--- src/rtl/page_commit_ctrl.sv ---
module page_commit_ctrl #(
  parameter int AW   = 16,
  parameter int DW   = 8,
  parameter int PW   = 7,
  parameter int WCYC = 1000
) (
  input  logic          clk,
  input  logic          rst_n,
  input  logic          ld_addr_i,
  input  logic [AW-1:0] addr_i,
  input  logic          wr_byte_i,
  input  logic [DW-1:0] wr_data_i,
  input  logic          rd_next_i,
  output logic [DW-1:0] rd_data_o,
  output logic          rd_valid_o,
  input  logic          start_i,
  input  logic          stop_i,
  input  logic          wp_i,
  output logic          busy_o,
  output logic          mem_we_o,
  output logic          mem_re_o,
  output logic [AW-1:0] mem_addr_o,
  output logic [DW-1:0] mem_wdata_o,
  input  logic [DW-1:0] mem_rdata_i
);
  localparam int PAGE = 1 << PW;
  localparam int CW   = $clog2(WCYC + 1);

  logic [AW-1:0] addr_q;
  logic [DW-1:0] pbuf [PAGE];
  logic [PAGE-1:0] vld_q;
  logic          busy_q;
  logic [CW-1:0] cnt_q;
  logic          rdv_q;

  logic [AW-1:0] addr_eff;
  logic [PW-1:0] sidx;
  logic          live, wr_go, rd_go, scan, commit;

  assign live     = !busy_q;
  assign addr_eff = ld_addr_i ? addr_i : addr_q;
  assign wr_go    = live && wr_byte_i;
  assign rd_go    = live && rd_next_i && !wr_byte_i;
  assign scan     = busy_q && (cnt_q < CW'(PAGE));
  assign sidx     = cnt_q[PW-1:0];
  assign commit   = live && stop_i && !wp_i && ((|vld_q) || wr_go);

  assign mem_we_o    = scan && vld_q[sidx];
  assign mem_re_o    = rd_go;
  assign mem_addr_o  = busy_q ? {addr_q[AW-1:PW], sidx} : addr_eff;
  assign mem_wdata_o = pbuf[sidx];
  assign rd_data_o   = mem_rdata_i;
  assign rd_valid_o  = rdv_q;
  assign busy_o      = busy_q;

  always_ff @(posedge clk) begin
    if (wr_go) pbuf[addr_eff[PW-1:0]] <= wr_data_i;
  end

  always_ff @(posedge clk or negedge rst_n) begin
    if (!rst_n) begin
      addr_q <= '0;
      vld_q  <= '0;
      busy_q <= 1'b0;
      cnt_q  <= '0;
      rdv_q  <= 1'b0;
    end else begin
      rdv_q <= rd_go;
      if (busy_q) begin
        if (scan) vld_q[sidx] <= 1'b0;
        if (cnt_q == CW'(WCYC - 1)) begin
          busy_q <= 1'b0;
          cnt_q  <= '0;
        end else begin
          cnt_q <= cnt_q + CW'(1);
        end
      end else begin
        if (ld_addr_i) addr_q <= addr_i;
        if (start_i) vld_q <= '0;
        if (wr_go) begin
          addr_q <= {addr_eff[AW-1:PW], addr_eff[PW-1:0] + PW'(1)};
          vld_q[addr_eff[PW-1:0]] <= 1'b1;
        end else if (rd_go) begin
          addr_q <= addr_eff + AW'(1);
        end
        if (stop_i) begin
          if (commit) begin
            busy_q <= 1'b1;
            cnt_q  <= '0;
          end else begin
            vld_q <= '0;
          end
        end
      end
    end
  end
endmodule

--- config.mk ---
export PLATFORM = sky130hd
export DESIGN_NAME = page_commit_ctrl
export DESIGN_NICKNAME = d
export VERILOG_FILES = /design/src/rtl/page_commit_ctrl.sv
export SDC_FILE = /design/constraint.sdc
export NUM_CORES = 1
export LEC_CHECK = 0
export BUFFER_PORTS_ARGS = -buffer_cell sky130_fd_sc_hd__buf_2
export CAP_MARGIN = 40
export CELL_PAD_IN_SITES_DETAIL_PLACEMENT = 0
export CELL_PAD_IN_SITES_GLOBAL_PLACEMENT = 1
export CORE_ASPECT_RATIO = 1.75
export CORE_MARGIN = 2
export CORE_UTILIZATION = 45
export DETAILED_ROUTE_END_ITERATION = 10
export HOLD_SLACK_MARGIN = 0.02
export PLACE_DENSITY_LB_ADDON = 0.1
export SLEW_MARGIN = 20
export SYNTH_ARGS = -nofsm -noshare
export SYNTH_HDL_FRONTEND = slang
export SYNTH_SLANG_ARGS = --single-unit
--- constraint.sdc ---
create_clock -name clk -period 4.4 [get_ports clk]
set_input_delay 0.88 -clock clk [delete_from_list [all_inputs] [get_ports clk]]
set_output_delay 0.88 -clock clk [all_outputs]
set_load 0.005 [all_outputs]
# Word-level counts from Yosys, hierarchy flattened
# Memory sizes are Yosys's and may differ from the RTL's.
# Cells that the tools add are included.
dict set report totals {
  wordCells 64
  reg_bits 156
  ramBits 1024
  mem_count 1
  inputBits 40
  output_inout_bits 36
}
dict set report op_classes {
  bitwise 3
  n_reduce_logical 18
  mux 27
  magnitude_cmp 5
  n_addsub 3
  eq_ne 2
}
# name words word_bits rd rd_ports_with_merged_regs wr line
set memory_table {}
lappend memory_table {pbuf 128 8 1 0 1 30} ;# logic [DW-1:0] pbuf [PAGE];
# op n
set op_table {}
lappend op_table {{$mux W128} 7}
lappend op_table {{$and A128 B128 Y128} 1}
lappend op_table {{$not A128 Y128} 1}
lappend op_table {{$or A128 B128 Y128} 1}
lappend op_table {{$reduce_or A128 Y1} 1}
lappend op_table {{$mux W16} 4}
lappend op_table {{$mux W10} 4}
lappend op_table {{$add A16 B1 Y16 const B} 1}
lappend op_table {{$lt A7 B8 Y1 const B} 2}
lappend op_table {{$demux W1 S7} 2}
lappend op_table {{$ge A7 B1 Y1 const B} 2}
lappend op_table {{$add A10 B1 Y10 const B} 1}
lappend op_table {{$eq A10 B10 Y1 const B} 1}
lappend op_table {{$logic_and A1 B1 Y1} 10}
lappend op_table {{$lt A10 B8 Y1 const B} 1}
lappend op_table {{$mux W1} 9}
lappend op_table {{$add A7 B1 Y7 const B} 1}
lappend op_table {{$bmux W1 S7} 1}
lappend op_table {{$reduce_bool A2 Y1} 2}
lappend op_table {{$logic_not A1 Y1} 3}
lappend op_table {{$ne A2 B1 Y1 const B} 1}
lappend op_table {{$reduce_and A2 Y1} 1}
lappend op_table {{$logic_or A1 B1 Y1} 1}

# Depth between registers and ports, before layout
# Gate-level depths: netlist (run 1).
dict set report depth {
  ltp_word 10
  mapped_depth 12
}

# Worst setup path before layout (run 1)
# OpenSTA, ideal clock, no wires.
dict set report synth_timing {
  path_kind {input to register}
  start {in ld_addr_i}
  end {mem pbuf[85][0], enable pin}
  required_time_ns 4.030
  t_arrival_ns 2.688
  setup_time_ns 0.370
  setup_slack_ns 1.341
  stages 8
  path_cell_list {buf_4 -> buf_4 -> buf_2 -> o21ai_0 -> and2_1 -> nand3_1 -> clkbuf_1 -> nor2_1}
}
dict set report synth_via {
  elab_chain_len 1
}
# item line
set synth_lines {}
lappend synth_lines {{from (decl)} 9} ;# input logic ld_addr_i,
lappend synth_lines {{$mux W16} -}
lappend synth_lines {{to (decl)} 30}
# No other way between the ends.

# Worst setup path after layout (run 1)
dict set report layout_timing {
  start {reg cnt_q[0]}
  end {out mem_wdata_o[1]}
}
dict set report layout_via {
  elab_chain_len 1
}
# item line
set layout_lines {}
lappend layout_lines {{from (decl)} 33} ;# logic [CW-1:0] cnt_q;
lappend layout_lines {{from (signal assigned)} 75} ;# cnt_q <= cnt_q + CW'(1);
lappend layout_lines {{$mem_v2 Z128 W8} -}
lappend layout_lines {{to (decl)} 23} ;# output logic [DW-1:0] mem_wdata_o,
# No other way between the ends.

==> results.md, run 1 <==
- The final-report setup violation count is 9.
- The power per standard cell area is 388 nW/µm².
- For the pin with the worst max-slew slack, the measured transition is 0.869 ns.
- Entering global routing, the biggest net connects 128 pins.
- The final design utilization is 56.3%.
- The worst register-to-register path ends at cnt_q[1].
- The final-report hold violation count is 0.
- The die is 251 µm wide.
- Synthesis handed over a netlist of 3259 instances.
- The worst hold path class is in2reg.
- The number of pins with negative max-slew slack in the final report came to 0.
- In this run the count of I/O pins placed on the die edge is 76.
- The area of the die is 110000 µm².
- The endpoint kind of the worst setup timing path is an output port.
- After layout, the worst path uses 106% of the clock period.
- The number of core rows is 158.
- IR analysis of the VDD net gives a maximum drop of 0.346 mV.
- In this run, the number of DRC markers left after iteration 0 of detailed routing was 4048.
- The congestion estimate from routability-driven global placement came to 0.923.
- The required time of the critical path is 3.52 ns.
- Counting instances in the post-synthesis netlist gives the leading cell types as 1024 x edfxtp_1, 342 x a22oi_1, 190 x nor2_1.
- After synthesis, the mean cell area works out to 14.8 µm².
- The area of the core is 106000 µm².
- The detailed router placed 34800 vias in this run.
- After clock tree synthesis, the clock-pin slew on the worst setup and hold paths is 0.07 ns.
- Yosys printed 0 warnings.
- The maximum operating frequency is 0.214 GHz.
- The proportion of synthesized flip-flops having asynchronous set or reset is 13.2%.
- The H-tree was split into 3 levels.
- The number of antenna violations at the first check in global routing was 6.
- The dominant register cell in the synthesized netlist is edfxtp_1.
- The worst hold path startpoint is addr_i[15].
- Global routing consumed, over all layers together, 33.3% of the routing resources.
- The sum of overflow across all layers after global routing is 0.
- Counting distinct cell types in the post-synthesis netlist gives 79.
- The share of synthesized area in the top cell type comes to 64.0%.
- The length in cells of the worst reg-to-reg path is 7.
- The time the worst path needs with I/O delays and setup is 4.67 ns.
- The largest clock skew in the final design is 0.0522 ns.
- CTS placed an instance of clkbuf_16 at the clock tree root.
- The critical path data arrival time is 3.79 ns.
- Once the floorplan was initialized, standard cells occupied 45.4% of the core.
- Of all cell types, the one taking the most synthesized area is edfxtp_1.
- The clock latency on the worst-skew pair is 0.76 ns.
- The net count after synthesis is 3301.
- The count of maximum capacitance violations is 0.
- The first-pass GRT wire length is 258000 µm.
- The checks that failed: setup timing.
- The number of global-route vias before repair is 34300.
- The number of I/O port buffers is 59.
- The total number of clock tree sinks is 1180.
- The die is 436 µm tall.
- The detailed placer's ending HPWL is 115000 µm.
- The most numerous cell in the Yosys netlist is edfxtp_1.
- The number of routed nets with antenna violations is 0.
- The launch point of the worst path is cnt_q[0].
- The endpoint of the worst hold-timing path is addr_q[15].
- For this run, the register share of the synthesized area comes to 72.1%.
- Using the TritonRoute via totals, the vias-per-cell ratio works out to 6.77.
- The launching element type of the critical path is a register.
- The tightest hold path in the finished design has a slack of 0.432 ns.
- For flop-to-flop paths, the worst setup slack is 1.20 ns.
- The startpoint-to-endpoint class of the critical path is reg2out.
- The analysis attributes to cell leakage a power of 0.0200 µW.
- After routing, the total negative slack on setup checks comes to -1.27 ns.
- The first TritonRoute pass finished after 8 iterations.
- The final routed DRC violation total is 0.
- Yosys attributes the largest share of cell area to edfxtp_1 64%, dfrtp_1 8.1%, a22oi_1 5.3%.
- Of all nets on the critical path, the largest fanout is 7.
- The number of enable-type register cells in the synthesized netlist is 1024.
- The worst hold path passes through 3 cells.
- In the final design database the tool counted 3716 nets.
- The average routed wire per standard cell is 36.5 µm.
- Compared with the post-synthesis result, the final layout area differs by 24.0%.
- The routed wire length is 187000 µm.
- The number of clock buffers added by TritonCTS is 109.
- Cells with a size suffix above 1 make up 26.5% of the layout.
- Total power for the finished layout comes to 23200 µW.
- TritonCTS built the clock tree.
- The combined area of all synthesized cells is 48100 µm².
- In this run the tightest slew margin relative to its limit is 41.9%.
- Setup repair after global routing could not meet its margin everywhere.
- Once routing completed, OpenROAD measured the worst setup slack at -0.271 ns.
- The flow ran to the end, but the final reports show violations.
- In this run the critical register-to-register path is launched from vld_q[19].
- The number of storage elements in the synthesis netlist is 1180.
- The maximum count of clock buffers along a single path is 3.
## logic make-up (layout without fill, tap and decap cells)
family	count (synthesis)	after routing	synth area share [%]
DFF	1180	1180	72.1
xor gates and xnor gates	5	5	0.0911
AOI/OAI and AO/OA	1121	1121	16.6
adders and majority gates	2	2	0.0520
and+or+nand+nor	587	588	6.92
buffers and inverters	307	816	2.91
muxes	57	57	1.35
other	0	3	0
## per-layer routing
layer  vias up  wire, µm  track usage (%)  part of all wire [%]
met5         -        37                0                 0.020
met4         6     13600             19.9                   7.2
met3       539     14800             5.42                   7.9
met2      2065     93100             56.8                    50
met1     17900     65900             39.6                    35
li1      14200         -                -                     -
## sequential cells by signal, indices dropped and copies added (netlist names)
signal	cells
cnt_q	10
addr_q	16
busy_o	1
rd_valid_o	1
vld_q	128
pbuf	1024
## cell usage in the layout (no fill, tap or decap), drive strengths merged, types with 8 or more instances in the layout
cell type,instances
clkinv,49
a31oi,59
mux2i,20
nand2,71
a221o,9
o21ai,122
nor2,191
inv,22
and4,22
a2111oi,27
clkbuf,126
nand4,62
nand4b,14
clkinvlp,10
bufinv,26
a22oi,342
and4b,24
a21oi,163
o31ai,162
mux2,34
nor2b,13
a221oi,53
nor4b,19
nand3b,8
nand3,39
edfxtp,1024
buf,576
nor3,15
and3,10
a22o,68
dfrtp,156
a41oi,25
and2,9
nor4bb,19
nor4,42
o211ai,14
## power breakdown
part           internal, µW  switching, µW
sequential            12200           8.44
combinational          89.6            325
clock                  6110           4470
total                 18400           4800
## layout make-up
class | instances | area, µm²
fillers | 8415 | 46300
flip-flops and latches | 1180 | 34700
multi-input cells | 1773 | 13300
repair buffers | 592 | 5870
clock buffers | 117 | 2760
well taps | 1360 | 1700
clock inverters | 89 | 1230
inverters | 18 | 72.6
diodes | 3 | 7.51
## per-stage QoR
stage                     setup WS (ns)  instances  area [µm²]
after floorplan                    1.34       3259       48100
after global placement           -0.465       4767       52100
after detailed placement         -0.402       4788       52300
after CTS                        -0.260       5075       58300
after global routing             -0.229       5131       59600
final                            -0.271       5132       59600
## repair_timing
item / in CTS / in global routing
cloned: 16 / 10
setup buffers: 68 / 37
hold buffers: 0 / 1
pin swaps: 67 / 53
hold endpoints to repair: 0 / 12
resized for setup: 205 / 111
endpoints found under the setup margin: 9 / 9
## how the worst max path moves through the flow
| stage | slack (ns) | to | depth (start not counted) |
|---|---|---|---|
| global route | -0.23 | mem_wdata_o[0] | 10 |
| CTS | -0.26 | mem_wdata_o[1] | 11 |
| detailed placement | -0.40 | mem_wdata_o[3] | 12 |
| global placement | -0.46 | mem_wdata_o[3] | 12 |
| floorplan | 1.34 | pbuf[85][0] | 8 |
| finish | -0.27 | mem_wdata_o[1] | 11 |
## critical path, cell delays in order, from the launching register on
cell     delay (ns)
dfrtp_4        0.54
buf_6          0.14
and3b_4        0.24
buf_12         0.15
buf_6          0.12
a22oi_2        0.17
nand4_1        0.49
a22o_1         0.43
nor4_4         0.18
buf_4          0.18
nand4_1        0.18
buf_2          0.21
No activity file was read; power rests on OpenSTA's default activity.
==> inputs of run 2 (changes only) <==
--- a/config.mk
+++ b/config.mk
@@ -13,8 +13,10 @@
 export CORE_MARGIN = 2
 export CORE_UTILIZATION = 45
 export DETAILED_ROUTE_END_ITERATION = 10
+export GPL_ROUTABILITY_DRIVEN = 0
 export HOLD_SLACK_MARGIN = 0.02
 export PLACE_DENSITY_LB_ADDON = 0.1
+export RECOVER_POWER = 100
 export SLEW_MARGIN = 20
 export SYNTH_ARGS = -nofsm -noshare
 export SYNTH_HDL_FRONTEND = slang
==> run 2 against run 1 <==
  * The flow finishes with violations (capacitance limit, slew limit, setup timing)
  * Setup slack better by 0.0094 ns
  * Power fell by 4.8%
  * Combinational power shrank 10%
  * Largest power group unchanged
==> results.md, run 2 (synthesized netlist as in run 1, its figures left out) <==
- The startpoint-to-endpoint class of the critical path is reg2out.
- Combinational cells account for 1.7% of the total power.
- The placed instances occupy a cell area of 52200 µm².
- The count of maximum capacitance violations is 17.
- The share of total power dissipated in sequential elements is 55.3%.
- The detailed router put a total of 65500 µm of wire on met1.
- The number of routed nets with antenna violations is 0.
- The flip-flop count of the largest register after layout is 1024.
- The power per standard cell area is 385 nW/µm².
- Grouping stages by cell kind, the critical path spends the most delay in simple AND/OR/NAND/NOR gates.
- The number of DRC markers in iteration 0 is 4440.
- The average routed wire per standard cell is 36.2 µm.
- The static power due to leakage is 0.0186 µW.
- The clock-pin slew on the worst setup and hold paths is 0.06 ns.
- The maximum operating frequency is 0.215 GHz.
- The worst hold path class is in2reg.
- The growth of design area from synthesis to finish is 19.0%.
- In this run the worst path has a maximum fanout of 6.
- The sum of met3 wire segment lengths after detailed routing is 14000 µm.
- The required time of the critical path is 3.52 ns.
- Leaving out fill and tap cells, the most frequent cells in the layout are 1024 x edfxtp_1, 307 x a22oi_1, 188 x nor2_1.
- At the worst endpoint, the arrival time is 3.78 ns.
- For flop-to-flop paths, the worst setup slack is 0.04 ns.
- At the placement stage, the worst setup path has a slack of 0.0371 ns.
- The number of antenna violations at the first check in global routing is 5.
- In this run the tightest slew margin relative to its limit is -134%.
- The I/O pin count is 76.
- The number of buffers and inverters on the critical path is 5.
- The net count of the finished layout is 3650.
- The number of core rows is 158.
- The mean number of vias per cell is 6.76.
- Clock tree synthesis inserted a total of 109 buffers.
- Summing all flip-flop and latch instances after layout gives 34700 µm².
- Once detailed placement completed, the half-perimeter wirelength came to 115000 µm.
- The clock latency on the worst-skew pair is 0.74 ns.
- The net switching power is 4600 µW.
- Cells with a size suffix above 1 make up 19.0% of the layout.
- The first-pass GRT wire length is 256000 µm.
- The actual transition at the worst max-transition pin is 3.50 ns.
- In this run the tool buffered the top-level ports with 59 buffer cells.
- The number of global-route vias before repair is 33600.
- In this run, the clock network consumes 43.0% of the power.
- The slowest stage of the critical path is the dfrtp_4 cell.
- The launching element type of the critical path is a register.
- In the detailed route, the total length drawn on met2 is 90900 µm.
- The die covers 110000 µm².
- The total via count in the routed design is 34200.
- The deepest level of the CTS H-tree is 3.
- The final-report hold violation count is 0.
- Setup violations remaining at the end of the flow were counted as 8.
- TritonCTS built the clock tree.
- The worst setup margin is -0.262 ns.
- Counting along the longest clock path gives a buffer depth of 3.
- The endpoint kind of the worst setup timing path is an output port.
- In the final layout, the multi-input gates occupy 13000 µm².
- The initial standard-cell utilization of the core is 45.4%.
- The internal power of the cells totals 17400 µW.
- The layout has 8647 filler cells.
- The cell that appears most often on the critical path is buf_8.
- The number of pins with negative max-slew slack in the final report is 778.
- Measured along the y axis, the die boundary spans 436 µm.
- The overall routing resource usage is 33.1%.
- The biggest cell delay along the critical path is 0.52 ns.
- Entering global routing, the biggest net connects 129 pins.
- The die is 251 µm wide.
- CTS saw 1180 sinks.
- After detailed routing, the total wire length is 183000 µm.
- The switching share of power is 20.9%.
- Before antenna repair, the detailed router went through 6 iterations.
- The routed design could run at a clock period as short as 4.66 ns.
- For the final database, setup skew stands at 0.0231 ns.
- The cell at the root of the clock tree is clkbuf_16.
- VDD sags by at most 0.350 mV.
- The flow ran to the end, but the final reports show violations.
- Buffers inserted to repair hold after CTS numbered 0.
- The area of the core is 106000 µm².
- Signal routing reaches up to met5.
- After layout, the worst path uses 106% of the clock period.
- Setup repair after global routing could not meet its margin everywhere.
- For this run, design rule violations remaining after detail routing come to 0.
- The most frequent standard cell in the layout excluding fill and tap cells is edfxtp_1.
- The sum of overflow across all layers after global routing is 0.
- The area of all placed cells without fillers is 57200 µm².
- The final reports fail on capacitance limit, slew limit, setup timing.
- The signal on the critical path passes through buf_8 -> and3b_4 -> buf_8 -> buf_16 -> a22o_4 -> o41ai_4 -> nand4bb_4 -> nor4_4 -> buf_4 -> nand4_1 -> buf_2.
run 2: cell types whose count changed in the layout (fill, tap and decap cells not counted), sizes merged, moves of 2 or more:
cell	previous run	this run
inv	22	20
clkbuf	126	330
buf	576	313
bufbuf	5	10
clkinvlp	10	13
bufinv	26	10
run 2: per-stage QoR:
step	instances	total power, µW	setup TNS [ns]	utilization, %	hold slack, ns
floorplan	3259	12500	0	-	0.452
global placement	4767	12800	-0.322	49.1	0.465
detailed placement	4783	12800	0	49.3	0.477
CTS	5042	22200	-1.52	54.3	0.182
global route	5057	22600	-5.59	54.0	0.441
finish	5060	22000	-1.52	54.0	0.445
run 2: worst paths after layout:
check                                  to       from  cells after the start
setup reg to reg                vld_q[44]  vld_q[19]                      8
hold / removal                 vld_q[127]     stop_i                      2
setup / recovery           mem_wdata_o[1]   cnt_q[2]                     11
max in group asynchronous        cnt_q[1]      rst_n                      2
hold reg to reg                 addr_q[1]  addr_q[1]                      2
min in group asynchronous        vld_q[3]      rst_n                      1
run 2: area by class of cell:
type                    instances  area share [%]
clock buffers                 126            4.96
repair buffers                527            7.43
multi-input cells            1772            22.7
flip-flops and latches       1180            60.6
well taps                    1360            2.98
inverters                      18           0.125
clock inverters                73            1.19
diodes                          4          0.0175
run 2: worst register-to-register path, cell delays in order (launching register included):
cell and delay (ns):
dfrtp_1 0.45, nor4_1 0.77, nand4_1 0.32, nor4_1 0.37, clkbuf_1 0.31, o32ai_1 0.43, clkbuf_4 0.80, o31ai_1 0.57
o21ai_0 0.14
run 2: per-layer routing:
layer,global-route usage (%),vias up
li1,-,14100
met1,39.8,17600
met2,56.5,2021
met3,4.81,501
met4,19.3,4
met5,0,-
run 2: repair_timing:
action,CTS,global route
pin swaps,61,36
resized for setup,186,64
setup buffers,49,10
gates cloned,16,3
setup endpoints to repair,9,9
run 2: power groups by stage:
stage / Sequential [µW] / Clock, µW / Combinational (µW)
final: 12200 / 9480 / 373
after global routing: 12200 / 10000 / 398
after CTS: 12200 / 9600 / 391
after detailed placement: 12400 / 0 / 391
after global placement: 12400 / 0 / 376
after floorplan: 12400 / 0 / 89.3
